## src/rtl/mcc_pkg.sv

```systemverilog
package mcc_pkg;

    localparam int OPC_W   = 6;
    localparam int FN_W    = 6;
    localparam int STATE_W = 4;
    localparam int CODE_W  = 4;

    typedef enum logic [STATE_W-1:0] {
        ST_FETCH    = 4'h0,
        ST_DECODE   = 4'h1,
        ST_BR_EXEC  = 4'h2,
        ST_RT_EXEC  = 4'h4,
        ST_RT_WB    = 4'h5,
        ST_ORI_EXEC = 4'h6,
        ST_ORI_WB   = 4'h7,
        ST_LW_ADDR  = 4'h8,
        ST_LW_MEM   = 4'h9,
        ST_LW_WB    = 4'hA,
        ST_SW_ADDR  = 4'hB,
        ST_SW_MEM   = 4'hC,
        ST_TRAP_ILL = 4'hD,
        ST_TRAP_OVF = 4'hE
    } mcc_state_e;

    typedef enum logic [2:0] {
        CL_RT, CL_ORI, CL_LW, CL_SW, CL_BEQ, CL_ILL
    } mcc_class_e;

    typedef enum logic [1:0] {
        PCS_INC = 2'd0, PCS_S = 2'd1, PCS_VEC = 2'd2
    } pc_src_e;

    typedef enum logic {
        ALUA_PC = 1'b0, ALUA_A = 1'b1
    } alu_a_e;

    typedef enum logic [1:0] {
        ALUB_B = 2'd0, ALUB_SX = 2'd1, ALUB_ZX = 2'd2, ALUB_SXS = 2'd3
    } alu_b_e;

    typedef enum logic [1:0] {
        ALU_ADD = 2'd0, ALU_SUB = 2'd1, ALU_OR = 2'd2, ALU_FN = 2'd3
    } alu_op_e;

    localparam logic [OPC_W-1:0] OPC_RT  = 6'b000000;
    localparam logic [OPC_W-1:0] OPC_ORI = 6'b001101;
    localparam logic [OPC_W-1:0] OPC_LW  = 6'b100011;
    localparam logic [OPC_W-1:0] OPC_SW  = 6'b101011;
    localparam logic [OPC_W-1:0] OPC_BEQ = 6'b000100;

    localparam logic [FN_W-1:0] FN_ADD = 6'b100000;
    localparam logic [FN_W-1:0] FN_SUB = 6'b100010;

    localparam logic [CODE_W-1:0] CAUSE_ILL = 4'd10;
    localparam logic [CODE_W-1:0] CAUSE_OVF = 4'd12;

    typedef struct packed {
        logic                ir_we;
        logic                pc_we;
        pc_src_e             pc_src;
        logic                mem_rd;
        logic                mem_wr;
        logic                s_we;
        logic                m_we;
        logic                reg_we;
        logic                reg_dst_rd;
        logic                reg_src_m;
        alu_a_e              alu_a;
        alu_b_e              alu_b;
        alu_op_e             alu_op;
        logic                epc_we;
        logic                cause_we;
        logic [CODE_W-1:0]   cause;
    } mcc_ctrl_t;

    function automatic logic is_final(mcc_state_e s);
        return (s == ST_BR_EXEC) || (s == ST_RT_WB) || (s == ST_ORI_WB) ||
               (s == ST_LW_WB) || (s == ST_SW_MEM) ||
               (s == ST_TRAP_ILL) || (s == ST_TRAP_OVF);
    endfunction

    function automatic logic fn_traps(logic [FN_W-1:0] fn);
        return (fn == FN_ADD) || (fn == FN_SUB);
    endfunction

endpackage

```

## src/rtl/mcc_opclass.sv

```systemverilog
module mcc_opclass
    import mcc_pkg::*;
(
    input  logic [OPC_W-1:0] opcode,
    input  logic [FN_W-1:0]  funct,
    output mcc_class_e       op_class,
    output logic             trap_fn
);

    always_comb begin
        unique case (opcode)
            OPC_RT:  op_class = CL_RT;
            OPC_ORI: op_class = CL_ORI;
            OPC_LW:  op_class = CL_LW;
            OPC_SW:  op_class = CL_SW;
            OPC_BEQ: op_class = CL_BEQ;
            default: op_class = CL_ILL;
        endcase
    end

    assign trap_fn = fn_traps(funct);

endmodule

```

## src/rtl/mcc_seq.sv

```systemverilog
module mcc_seq
    import mcc_pkg::*;
(
    input  logic       clk,
    input  logic       rst,
    input  mcc_class_e op_class,
    input  logic       trap_fn,
    input  logic       alu_ovf,
    output mcc_state_e state_q
);

    mcc_state_e state_d;

    always_comb begin
        state_d = ST_FETCH;
        case (state_q)
            ST_FETCH:  state_d = ST_DECODE;
            ST_DECODE: begin
                case (op_class)
                    CL_RT:   state_d = ST_RT_EXEC;
                    CL_ORI:  state_d = ST_ORI_EXEC;
                    CL_LW:   state_d = ST_LW_ADDR;
                    CL_SW:   state_d = ST_SW_ADDR;
                    CL_BEQ:  state_d = ST_BR_EXEC;
                    default: state_d = ST_TRAP_ILL;
                endcase
            end
            ST_RT_EXEC:  state_d = (trap_fn && alu_ovf) ? ST_TRAP_OVF : ST_RT_WB;
            ST_ORI_EXEC: state_d = ST_ORI_WB;
            ST_LW_ADDR:  state_d = ST_LW_MEM;
            ST_LW_MEM:   state_d = ST_LW_WB;
            ST_SW_ADDR:  state_d = ST_SW_MEM;
            default:     state_d = ST_FETCH;
        endcase
    end

    always_ff @(posedge clk) begin
        if (rst) state_q <= ST_FETCH;
        else     state_q <= state_d;
    end

    AST_FETCH_TO_DECODE: assert property (@(posedge clk) disable iff (rst)
        (state_q == ST_FETCH) |=> (state_q == ST_DECODE));

    AST_ILL_TRAPS: assert property (@(posedge clk) disable iff (rst)
        (state_q == ST_DECODE && op_class == CL_ILL) |=> (state_q == ST_TRAP_ILL));

    AST_OVF_TRAPS: assert property (@(posedge clk) disable iff (rst)
        (state_q == ST_RT_EXEC && trap_fn && alu_ovf) |=> (state_q == ST_TRAP_OVF));

    AST_FINAL_RETURNS: assert property (@(posedge clk) disable iff (rst)
        is_final(state_q) |=> (state_q == ST_FETCH));

endmodule

```

## src/rtl/mcc_ctrl_decode.sv

```systemverilog
module mcc_ctrl_decode
    import mcc_pkg::*;
(
    input  logic       clk,
    input  logic       rst,
    input  mcc_state_e state_q,
    input  logic       a_eq_b,
    output mcc_ctrl_t  ctl
);

    always_comb begin
        ctl            = '0;
        ctl.pc_src     = PCS_INC;
        ctl.alu_a      = ALUA_PC;
        ctl.alu_b      = ALUB_B;
        ctl.alu_op     = ALU_ADD;
        case (state_q)
            ST_FETCH: begin
                ctl.ir_we  = 1'b1;
                ctl.mem_rd = 1'b1;
                ctl.pc_we  = 1'b1;
                ctl.pc_src = PCS_INC;
            end
            ST_DECODE: begin
                ctl.s_we  = 1'b1;
                ctl.alu_a = ALUA_PC;
                ctl.alu_b = ALUB_SXS;
            end
            ST_BR_EXEC: begin
                ctl.alu_a  = ALUA_A;
                ctl.alu_op = ALU_SUB;
                ctl.pc_we  = a_eq_b;
                ctl.pc_src = PCS_S;
            end
            ST_RT_EXEC: begin
                ctl.s_we   = 1'b1;
                ctl.alu_a  = ALUA_A;
                ctl.alu_op = ALU_FN;
            end
            ST_ORI_EXEC: begin
                ctl.s_we   = 1'b1;
                ctl.alu_a  = ALUA_A;
                ctl.alu_b  = ALUB_ZX;
                ctl.alu_op = ALU_OR;
            end
            ST_LW_ADDR, ST_SW_ADDR: begin
                ctl.s_we  = 1'b1;
                ctl.alu_a = ALUA_A;
                ctl.alu_b = ALUB_SX;
            end
            ST_LW_MEM: begin
                ctl.mem_rd = 1'b1;
                ctl.m_we   = 1'b1;
            end
            ST_RT_WB: begin
                ctl.reg_we     = 1'b1;
                ctl.reg_dst_rd = 1'b1;
            end
            ST_ORI_WB: ctl.reg_we = 1'b1;
            ST_LW_WB: begin
                ctl.reg_we    = 1'b1;
                ctl.reg_src_m = 1'b1;
            end
            ST_SW_MEM: ctl.mem_wr = 1'b1;
            ST_TRAP_ILL, ST_TRAP_OVF: begin
                ctl.epc_we   = 1'b1;
                ctl.cause_we = 1'b1;
                ctl.pc_we    = 1'b1;
                ctl.pc_src   = PCS_VEC;
                ctl.cause    = (state_q == ST_TRAP_ILL) ? CAUSE_ILL : CAUSE_OVF;
            end
            default: ;
        endcase
    end

    AST_MEM_EXCLUSIVE: assert property (@(posedge clk) disable iff (rst)
        !(ctl.mem_rd && ctl.mem_wr));

    AST_BRANCH_GATED: assert property (@(posedge clk) disable iff (rst)
        (ctl.pc_we && ctl.pc_src == PCS_S) |-> a_eq_b);

    AST_TRAP_WRITES: assert property (@(posedge clk) disable iff (rst)
        ctl.epc_we |-> (ctl.cause_we && ctl.pc_we && ctl.pc_src == PCS_VEC && !ctl.reg_we));

endmodule

```

## src/rtl/mcyc_ctrl.sv

```systemverilog
module mcyc_ctrl
    import mcc_pkg::*;
#(
    parameter int                ADDR_W  = 32,
    parameter int                CAUSE_W = 5,
    parameter logic [ADDR_W-1:0] EXC_VEC = 32'h0000_0080
) (
    input  logic               clk,
    input  logic               rst,
    input  logic [5:0]         opcode,
    input  logic [5:0]         funct,
    input  logic               a_eq_b,
    input  logic               alu_ovf,
    output logic [3:0]         state,
    output logic               ir_we,
    output logic               pc_we,
    output logic [1:0]         pc_src,
    output logic               mem_rd,
    output logic               mem_wr,
    output logic               s_we,
    output logic               m_we,
    output logic               reg_we,
    output logic               reg_dst,
    output logic               reg_src,
    output logic               alu_a_sel,
    output logic [1:0]         alu_b_sel,
    output logic [1:0]         alu_op,
    output logic               epc_we,
    output logic               cause_we,
    output logic [CAUSE_W-1:0] cause_code,
    output logic [ADDR_W-1:0]  vec_addr
);

    mcc_class_e op_class;
    logic       trap_fn;
    mcc_state_e state_q;
    mcc_ctrl_t  ctl;

    mcc_opclass u_opclass (
        .opcode   (opcode),
        .funct    (funct),
        .op_class (op_class),
        .trap_fn  (trap_fn)
    );

    mcc_seq u_seq (
        .clk      (clk),
        .rst      (rst),
        .op_class (op_class),
        .trap_fn  (trap_fn),
        .alu_ovf  (alu_ovf),
        .state_q  (state_q)
    );

    mcc_ctrl_decode u_dec (
        .clk     (clk),
        .rst     (rst),
        .state_q (state_q),
        .a_eq_b  (a_eq_b),
        .ctl     (ctl)
    );

    assign state      = state_q;
    assign ir_we      = ctl.ir_we;
    assign pc_we      = ctl.pc_we;
    assign pc_src     = ctl.pc_src;
    assign mem_rd     = ctl.mem_rd;
    assign mem_wr     = ctl.mem_wr;
    assign s_we       = ctl.s_we;
    assign m_we       = ctl.m_we;
    assign reg_we     = ctl.reg_we;
    assign reg_dst    = ctl.reg_dst_rd;
    assign reg_src    = ctl.reg_src_m;
    assign alu_a_sel  = ctl.alu_a;
    assign alu_b_sel  = ctl.alu_b;
    assign alu_op     = ctl.alu_op;
    assign epc_we     = ctl.epc_we;
    assign cause_we   = ctl.cause_we;
    assign cause_code = CAUSE_W'(ctl.cause);
    assign vec_addr   = EXC_VEC;

    AST_OVF_NO_WRITE: assert property (@(posedge clk) disable iff (rst)
        (state_q == ST_RT_EXEC && trap_fn && alu_ovf) |=> (!reg_we && epc_we));

    AST_ILL_CAUSE: assert property (@(posedge clk) disable iff (rst)
        (state == 4'hD) |-> (cause_we && cause_code == CAUSE_W'(10)));

endmodule

```

## config.mk

```make
export PLATFORM = sky130hd
export DESIGN_NAME = mcyc_ctrl
export DESIGN_NICKNAME = d
export VERILOG_FILES = /design/src/rtl/mcc_pkg.sv /design/src/rtl/mcc_opclass.sv /design/src/rtl/mcc_seq.sv /design/src/rtl/mcc_ctrl_decode.sv /design/src/rtl/mcyc_ctrl.sv
export SDC_FILE = /design/constraint.sdc
export NUM_CORES = 1
export LEC_CHECK = 0
export BUFFER_PORTS_ARGS = -buffer_cell sky130_fd_sc_hd__buf_2
export CAP_MARGIN = 20
export CORE_MARGIN = 2
export CORE_UTILIZATION = 37
export CTS_CLUSTER_DIAMETER = 50
export CTS_CLUSTER_SIZE = 10
export DETAILED_ROUTE_END_ITERATION = 7
export PLACE_DENSITY = 0.78
export SYNTH_ARGS = -nofsm -noshare
export SYNTH_HDL_FRONTEND = slang
export SYNTH_SLANG_ARGS = --single-unit
```

## constraint.sdc

```tcl
create_clock -name clk -period 1.7 [get_ports clk]
set_clock_uncertainty 0.1 [all_clocks]
set_input_delay 0.17 -clock clk [delete_from_list [all_inputs] [get_ports clk]]
set_output_delay 0.17 -clock clk [all_outputs]
set_load 0.005 [all_outputs]
```

Word level (Yosys, flattened, before mapping)
Index checks and enable logic that the tools add are counted.
- equality and inequality tests: 23
- mux-type cells: 18
- reductions and logical operators: 11
- operators with widths (cell ; count):
    == test 4 bit (second input constant) ; 7
    one-hot mux 4 bit (7 select lines) ; 1
    == test 6 bit (second input constant) ; 4
    one-hot mux 4 bit (5 select lines) ; 1
    == test 4 x 3 -> 1 bit (second input constant) ; 4
    one-hot mux 3 bit (5 select lines) ; 1
    one-hot mux 2 bit (3 select lines) ; 2
    OR reduction 5 bit ; 2
    2-to-1 mux 1 bit ; 9
    one-hot mux 3 bit (3 select lines) ; 1
    == test 3 x 2 -> 1 bit (second input constant) ; 2
    == test 6 x 3 -> 1 bit (second input constant) ; 1
    == test 6 x 4 -> 1 bit (second input constant) ; 1
    logical NOT 6 bit ; 1
    2-to-1 mux 6 bit ; 1
    OR reduction 2 bit ; 3
    == test 4 x 1 -> 1 bit (second input constant) ; 1
    == test 4 x 2 -> 1 bit (second input constant) ; 1
    logical NOT 4 bit ; 1
    2-to-1 mux 4 bit ; 1
    == test 3 x 1 -> 1 bit (second input constant) ; 1
    == test 3 bit (second input constant) ; 1
    logical NOT 3 bit ; 1
    2-to-1 mux 3 bit ; 1
    3 further kinds ; 3
- register bits after elaboration: 4
- bits of input ports: 16
- output and inout bits: 59

Logic depth before layout (Yosys ltp)
Gate-level depths: netlist of the first run.
- word-level depth: 5
- gate-level depth with buffers: 5
- gate-level depth less buffers: 5

Hierarchy
From an unflattened synthesis of the first run, not the netlist that was laid out.
- cell total of the unflattened synthesis: 119
- area, all modules: 875.8 µm²
- by module, submodules not included (module ; times used ; cells an instance ; area each (µm²) ; sequential area each (µm²)):
    mcc_seq ; 1 ; 30 ; 285.3 ; 80.1
    mcc_ctrl_decode ; 1 ; 43 ; 265.3 ; 0.0
    mcyc_ctrl ; 1 ; 35 ; 255.2 ; 0.0
    mcc_opclass ; 1 ; 11 ; 70.1 ; 0.0

Worst setup path before layout of the first run
No wires, ideal clock.
- path type: register -> output
- from: register u_seq.state_q[2]
- to: output cause_code[3]
- arrival time: 1167 ps
- path slack: 263 ps
- stages on the path, launching flop included: 5
- path buffers: 2
- cell sequence: dfxtp_1 -> buf_2 -> nand2_1 -> a21oi_1 -> buf_4
- word-level cells in the longest chain between the ends: 3
- ends and longest elaborated chain (item ; line ; text):
    start: declaration ; mcc_seq.sv:9 ; output mcc_state_e state_q
    start signal: assignment ; mcc_seq.sv:39 ; else state_q <= state_d;
    == test 4 bit ; mcc_ctrl_decode.sv:17 ; case (state_q)
    OR reduction 2 bit (*) ; mcc_ctrl_decode.sv:17 ;
    2-to-1 mux 6 bit (*) ; mcc_ctrl_decode.sv:17 ;
    end: declaration ; mcyc_ctrl.sv:30 ; output logic [CAUSE_W-1:0] cause_code,
Mark *: on every way between the ends. The rest lies on a longest branch, timed or not.

Worst setup path in the final report of the first run
- from: register u_seq.state_q[0]
- to: output alu_b_sel[1]
- word-level cells in the longest chain between the ends: 3
- ends and longest elaborated chain (item ; line ; text):
    == test 4 bit ; mcc_ctrl_decode.sv:17 ;
    OR reduction 2 bit ; -- ;
    one-hot mux 2 bit (3 select lines) (*) ; mcc_ctrl_decode.sv:17 ;
    end: declaration ; mcyc_ctrl.sv:26 ; output logic [1:0] alu_b_sel,
Marks and branches as above.

==> flow_summary_export.csv, run 1 <==
group,metric,value,unit
synth,synth_area_per_cell,6.812,µm²
sta,layout_min_cycle_time,1.581,ns
synth,synth-async-reset-ratio,0,%
worst_setup_path,slowest_delay,0.37,ns
sta,finalHoldViolCount,0,
routing,wire_per_inst,9.786,µm
cts,cts_sinks,4,
synth,ys.flop_type,"dfxtp_1",
layout,finalInstanceArea,920.9,µm²
cts,hold_buffers,0,
layout,syn2layout_area_growth,15.54,%
synth,synth_top_area_cell,"buf_4",
layout,multiInputGateArea,540.5,µm²
run_status,run_status,"finished, final reports clean",
floorplanning,rows,16,
cts,clk_pin_slew,0.04,ns
global_route,grt_max_degree,18,
placed_design,portBuffers,39,
floorplanning,die_y,50.41,µm
cts,post-cts-setup-buffer-count,0,
worst_setup_path,critical_path.top_delay_family,"flip-flops",
layout,fin_cells,182,
sta,max_freq,0.6324,GHz
routing,avgViaCountPerCell,4.731,
pwr,powerDensity,1311,nW/µm²
placed_design,dpl.hpwl,1439,µm
cts,clockBufferDepth,2,
cts,cts_made_buffers,3,
global_route,gr-total-overflow,0,
cts,insertion_delay,0.23,ns
sta,finalSetupViolCount,0,
layout,ff_latch_area,87.58,µm²
floorplanning,ios,75,
routing,drtPass1Iterations,4,
synth,yosysMostFrequentCell,"buf_4",
synth,ys_ff_latch,4,
routing,ant_nets,0,
worst_setup_path,end_kind,"primary output",
synth,synth.top_cell.area_share,34.85,%
sta,setup_ws,0.1187,ns
cts,cts_tree,"built",
floorplanning,design.core.area,2002,µm²
placed_design,dp_slack,0.1214,ns
layout,largestRegisters,"u_seq.state_q (4)",
worst_setup_path,crit_chain,"inv_2, nand2_2, mux2_2, nor2_1, buf_2",
routing,vias,861,
floorplanning,initial_utilization,39.81,%
worst_setup_path,start_kind,"flop",
synth,netlist_top_cells_count,"buf_4 (37), nor2_1 (12), a21oi_1 (8), nor3_1 (5)",
synth,synth_cells,117,
placed_design,gp_congestion,0.8234,
worst_setup_path,critPathRequiredTime,1.43,ns
floorplanning,die_w,50.41,µm
worst_setup_path,crit_type,"flop to primary output",
routing,routed_wl,1781,µm
global_route,grtUsageTotal,13.73,%
sta,rsz0062_at_grt,"false",
synth,synthTopCellsByArea,"buf_4 (35%), dfxtp_1 (10%), nor2_1 (5.7%)",
layout,fillCellCount,223,
cts,cts_root_buf,"clkbuf_4",
layout,drive_above_1_share,37.42,%
layout,final_util,46.00,%
global_route,grt_first_pass_wirelength,2725,µm
flow_run,drv_cap,0,
worst_setup_path,crit_slowest_cell,"dfxtp_2",
layout,regMostFlops,"u_seq.state_q",
floorplanning,die_area,2541,µm²
sta,fin_setup_tns,0,ns
layout,diodes,0,
worst_setup_path,worst-path-buf-inv,2,
layout,fin_nets,173,
pwr,vdd_drop_max,0.5320,mV
synth,ys_seq_area_share,10.05,%
sta,slew_violations,0,
pwr,leakagePower,0.4843,nW
worst_setup_path,critical_path.max_fanout,10,
synth,synth_edf_count,0,
sta,fin_crit_sh,93.02,%
synth,yosysWarningCount,0,
worst_setup_path,worst_ep_arrival_time,1.31,ns
layout,largest_reg_flops,4,
global_route,antenna_found_initial,0,
routing,route.detailed.drc,0,
worst_hold_path,hold_class,"input pin to flop",
synth,syn_area,797.0,µm²
placed_design,placed_cell_area,883.3,µm²
placed_design,place_inst,179,
cts,cts_max_level,1,
global_route,grt_pass1_vias,654,
synth,synthDistinctLibCells,37,
routing,drtIter0Drc,17,
[routing by layer]
layer | GRT usage, % | vias up | routed length [µm]
li1 | - | 416 | -
met1 | 16.25 | 391 | 703
met2 | 23.90 | 52 | 855
met3 | 2.083 | 2 | 218
met4 | 6.757 | 0 | 4
met5 | 0 | - | 0
[area by class of cell]
class	instances	share of cell area, %
tap	27	3.668
multi-input combinational	102	58.70
sequential	4	9.511
clock buffer	3	2.446
timing repair buffer	43	24.46
inverter	3	1.223
[through the flow]
stage,total power [W],hold WS [ns]
3_3_place_gp,0.001031,0.4015
6_report,0.001207,0.1583
2_1_floorplan,0.0007981,0.2519
5_1_grt,0.001333,0.1689
3_5_place_dp,0.001053,0.3983
4_1_cts,0.001190,0.1551
[power breakdown]
part	switching, W	internal (W)	total, W	leakage (nW)
Combinational	0.000436	0.000409	0.000844	0.436
Sequential	0.000106	0.000142	0.000248	0.0347
Clock	0.0000360	0.0000788	0.000115	0.0138
Total	0.000577	0.000630	0.00121	0.484
[worst paths after layout]
path / start / to / slack [ns] / cells past startpoint
hold / removal: opcode[4] / u_seq.state_q[1] / 0.16 / 3
setup reg to reg: u_seq.state_q[1] / u_seq.state_q[1] / 0.20 / 4
hold reg to reg: u_seq.state_q[0] / u_seq.state_q[2] / 0.56 / 2
setup / recovery: u_seq.state_q[0] / alu_b_sel[1] / 0.12 / 5
[worst min-delay path, stage by stage]
cell and delay (ns):
buf_2 0.11, a2111o_1 0.12, a21oi_2 0.05
[cells by family after synthesis]
family          synth area share [%]
buf+inv                        38.15
simple gates                   24.96
compound gates                 22.29
flops                          10.05
xor+xnor                       2.198
other cells                   0.9423
mux                            1.413
[cells in the final DEF (no fill, tap or decap), types with 2 or more instances in the layout]
cell type and n:
buf_2 39, conb_1 34, nor2_1 12, a21oi_1 8, nor3_1 5, buf_4 4
nand2_1 3, o22ai_1 3, o21ai_0 3, nand3_1 3, clkbuf_4 3, dfxtp_2 3
inv_2 2, nor4_1 2, nand2b_1 2, xnor2_1 2, and3_1 2, o21ai_1 2
[what timing repair did]
item / in CTS / in global routing
pin swaps: 0 / 0
setup endpoints to repair: 7 / 6
resized for setup: 4 / 5
(Power assumes the default switching activity.)
==> run 2, diff against run 1 <==
--- a/config.mk
+++ b/config.mk
@@ -5,14 +5,15 @@
 export SDC_FILE = /design/constraint.sdc
 export NUM_CORES = 1
 export LEC_CHECK = 0
+export ABC_AREA = 1
 export BUFFER_PORTS_ARGS = -buffer_cell sky130_fd_sc_hd__buf_2
 export CAP_MARGIN = 20
 export CORE_MARGIN = 2
-export CORE_UTILIZATION = 37
+export CORE_UTILIZATION = 36
 export CTS_CLUSTER_DIAMETER = 50
 export CTS_CLUSTER_SIZE = 10
 export DETAILED_ROUTE_END_ITERATION = 7
-export PLACE_DENSITY = 0.78
+export PLACE_DENSITY_LB_ADDON = 0.08
 export SYNTH_ARGS = -nofsm -noshare
 export SYNTH_HDL_FRONTEND = slang
 export SYNTH_SLANG_ARGS = --single-unit
==> flow_summary_export.csv, run 2 <==
group,metric,value,unit
sta,finalHoldViolCount,0,
placed_design,gp_congestion,0.8169,
layout,regMostFlops,"u_seq.state_q",
sta,finalSetupViolCount,0,
sta,max_freq,0.6382,GHz
routing,drtPass1Iterations,3,
cts,clk_pin_slew,0.04,ns
routing,route.detailed.drc,0,
routing,routed_wl,1541,µm
sta,layout_min_cycle_time,1.567,ns
placed_design,placed_cell_area,844.6,µm²
floorplanning,rows,16,
global_route,grt_max_degree,7,
synth,yosysMostFrequentCell,"buf_4",
worst_setup_path,critPathRequiredTime,1.43,ns
synth,synth_edf_count,0,
placed_design,dpl.hpwl,1367,µm
layout,largest_reg_flops,4,
placed_design,dp_slack,0.2118,ns
synth,yosysWarningCount,0,
synth,ys_ff_latch,4,
sta,setup_ws,0.1330,ns
worst_setup_path,crit_chain,"inv_1, nor2_1, inv_2, o21ai_2, inv_1, nand2_1, buf_2",
worst_hold_path,hold_class,"input pin to flop",
cts,cts_root_buf,"clkbuf_4",
cts,cts_tree,"built",
floorplanning,ios,75,
synth,synth_cells,132,
floorplanning,initial_utilization,38.26,%
run_status,run_status,"finished, final reports clean",
sta,fin_setup_tns,0,ns
worst_setup_path,crit_slowest_cell,"dfxtp_2",
layout,final_common_cell,"buf_2",
synth,syn_area,758.2,µm²
global_route,antenna_found_initial,0,
cts,cts_made_buffers,3,
layout,diodes,0,
synth,synth-async-reset-ratio,0,%
worst_setup_path,start_kind,"flop",
layout,finalInstanceArea,888.4,µm²
sta,slew_violations,0,
layout,mostFrequentLayoutCells,"buf_2 (39), conb_1 (34), nor2_1 (21)",
routing,drtIter0Drc,5,
cts,cts_max_level,1,
pwr,vdd_drop_max,0.5108,mV
synth,synth_area_per_cell,5.744,µm²
floorplanning,die_y,49.90,µm
pwr,leakagePower,0.5913,nW
global_route,grtUsageTotal,11.91,%
routing,wire_per_inst,7.783,µm
floorplanning,design.core.area,1982,µm²
synth,synthDistinctLibCells,16,
cts,clockBufferDepth,2,
layout,fin_nets,189,
worst_setup_path,critical_path.max_fanout,5,
cts,cts_sinks,4,
synth,synth.top_cell.area_share,35.64,%
routing,ant_nets,0,
synth,synth_top_area_cell,"buf_4",
flow_run,drv_cap,0,
worst_setup_path,worst_ep_arrival_time,1.30,ns
cts,post-cts-setup-buffer-count,0,
worst_setup_path,slowest_delay,0.38,ns
floorplanning,die_w,49.90,µm
sta,rsz0062_at_grt,"false",
worst_setup_path,end_kind,"primary output",
floorplanning,die_area,2490,µm²
layout,drive_above_1_share,33.92,%
worst_setup_path,critPathMostFrequentCell,"inv_1",
placed_design,portBuffers,39,
pwr,powerDensity,1096,nW/µm²
layout,largestRegisters,"u_seq.state_q (4)",
global_route,gr-total-overflow,0,
sta,fin_crit_sh,92.18,%
cts,insertion_delay,0.24,ns
global_route,grt_first_pass_wirelength,2380,µm
synth,ys.flop_type,"dfxtp_1",
routing,vias,776,
synth,ys_seq_area_share,10.56,%
routing,avgViaCountPerCell,3.919,
global_route,grt_pass1_vias,618,
synth,netlist_top_cells_count,"buf_4 (36), nor2_1 (25), inv_1 (19), nand2_1 (18), nand3_1 (8)",
worst_setup_path,crit_type,"flop to primary output",
synth,synthTopCellsByArea,"buf_4 (36%), nor2_1 (12%), dfxtp_1 (11%)",
layout,syn2layout_area_growth,17.16,%
[run 2: layout make-up]
class | instances | area, µm²
clock buffer | 3 | 22.52
fill | 220 | 1094
inverter | 21 | 78.83
multi-input combinational | 103 | 467.9
sequential | 4 | 82.58
tap | 27 | 33.78
timing repair buffer | 40 | 202.7
[run 2: per-stage QoR]
step / utilization, % / power (W) / hold WS, ns / cells
after global placement: 42.61 / 0.0008352 / 0.2775 / 195
after global routing: 44.82 / 0.001088 / 0.02618 / 198
after CTS: 43.75 / 0.0009530 / 0.03184 / 198
after detailed placement: 42.61 / 0.0008274 / 0.2820 / 195
after floorplan: - / 0.0006140 / 0.1391 / 164
final: 44.82 / 0.0009732 / 0.03165 / 198
[run 2: worst max-delay path, delay by kind of cell (launching register included)]
| kind | cells | cell delay [ns] |
|---|---|---|
| AOI/OAI and AO/OA | 1 | 0.14 |
| buffers and inverters | 4 | 0.34 |
| DFF | 1 | 0.38 |
| and+or+nand+nor | 2 | 0.20 |
[run 2: path summary, 6_finish.rpt]
check | startpoint | to | slack [ns] | depth (start not counted)
worst max register to register | u_seq.state_q[0] | u_seq.state_q[2] | 0.46 | 7
worst max-delay path | u_seq.state_q[2] | alu_a_sel | 0.13 | 7
worst min-delay path | rst | u_seq.state_q[0] | 0.03 | 2
worst min register to register | u_seq.state_q[2] | u_seq.state_q[0] | 0.57 | 3
[run 2: routing by layer]
metal / GRT usage (%) / up-vias / share of wire, %
met3: 2.121 / 2 / 8.4
met5: 0 / - / 0
li1: - / 413 / -
met1: 13.48 / 322 / 41
met4: 4.167 / 0 / 0.65
met2: 22.00 / 39 / 50
[run 2: kinds of logic (layout without fill, tap and decap cells)]
| group | after synthesis | after routing | synth area share (%) |
|---|---|---|---|
| flip-flops | 4 | 4 | 10.56 |
| AND/OR/NAND/NOR | 59 | 59 | 35.15 |
| AO/OA/AOI/OAI | 10 | 10 | 7.260 |
| other | 2 | 34 | 0.9905 |
| buffers and inverters | 57 | 64 | 46.04 |
[run 2: where the power goes]
group | leakage (nW) | internal, W | switching [W]
combinational | 0.544 | 0.000281 | 0.000390
clock | 0.0138 | 0.0000791 | 0.0000412
sequential | 0.0335 | 0.000130 | 0.0000522
total | 0.591 | 0.000490 | 0.000483
[run 2: timing repair]
| item | in CTS | in global routing |
|---|---|---|
| gates resized for setup | 1 | 10 |
| cloned | 0 | 0 |
| pin swaps | 0 | 0 |
| hold buffers | 0 | 0 |
| setup endpoints to repair | 2 | 8 |
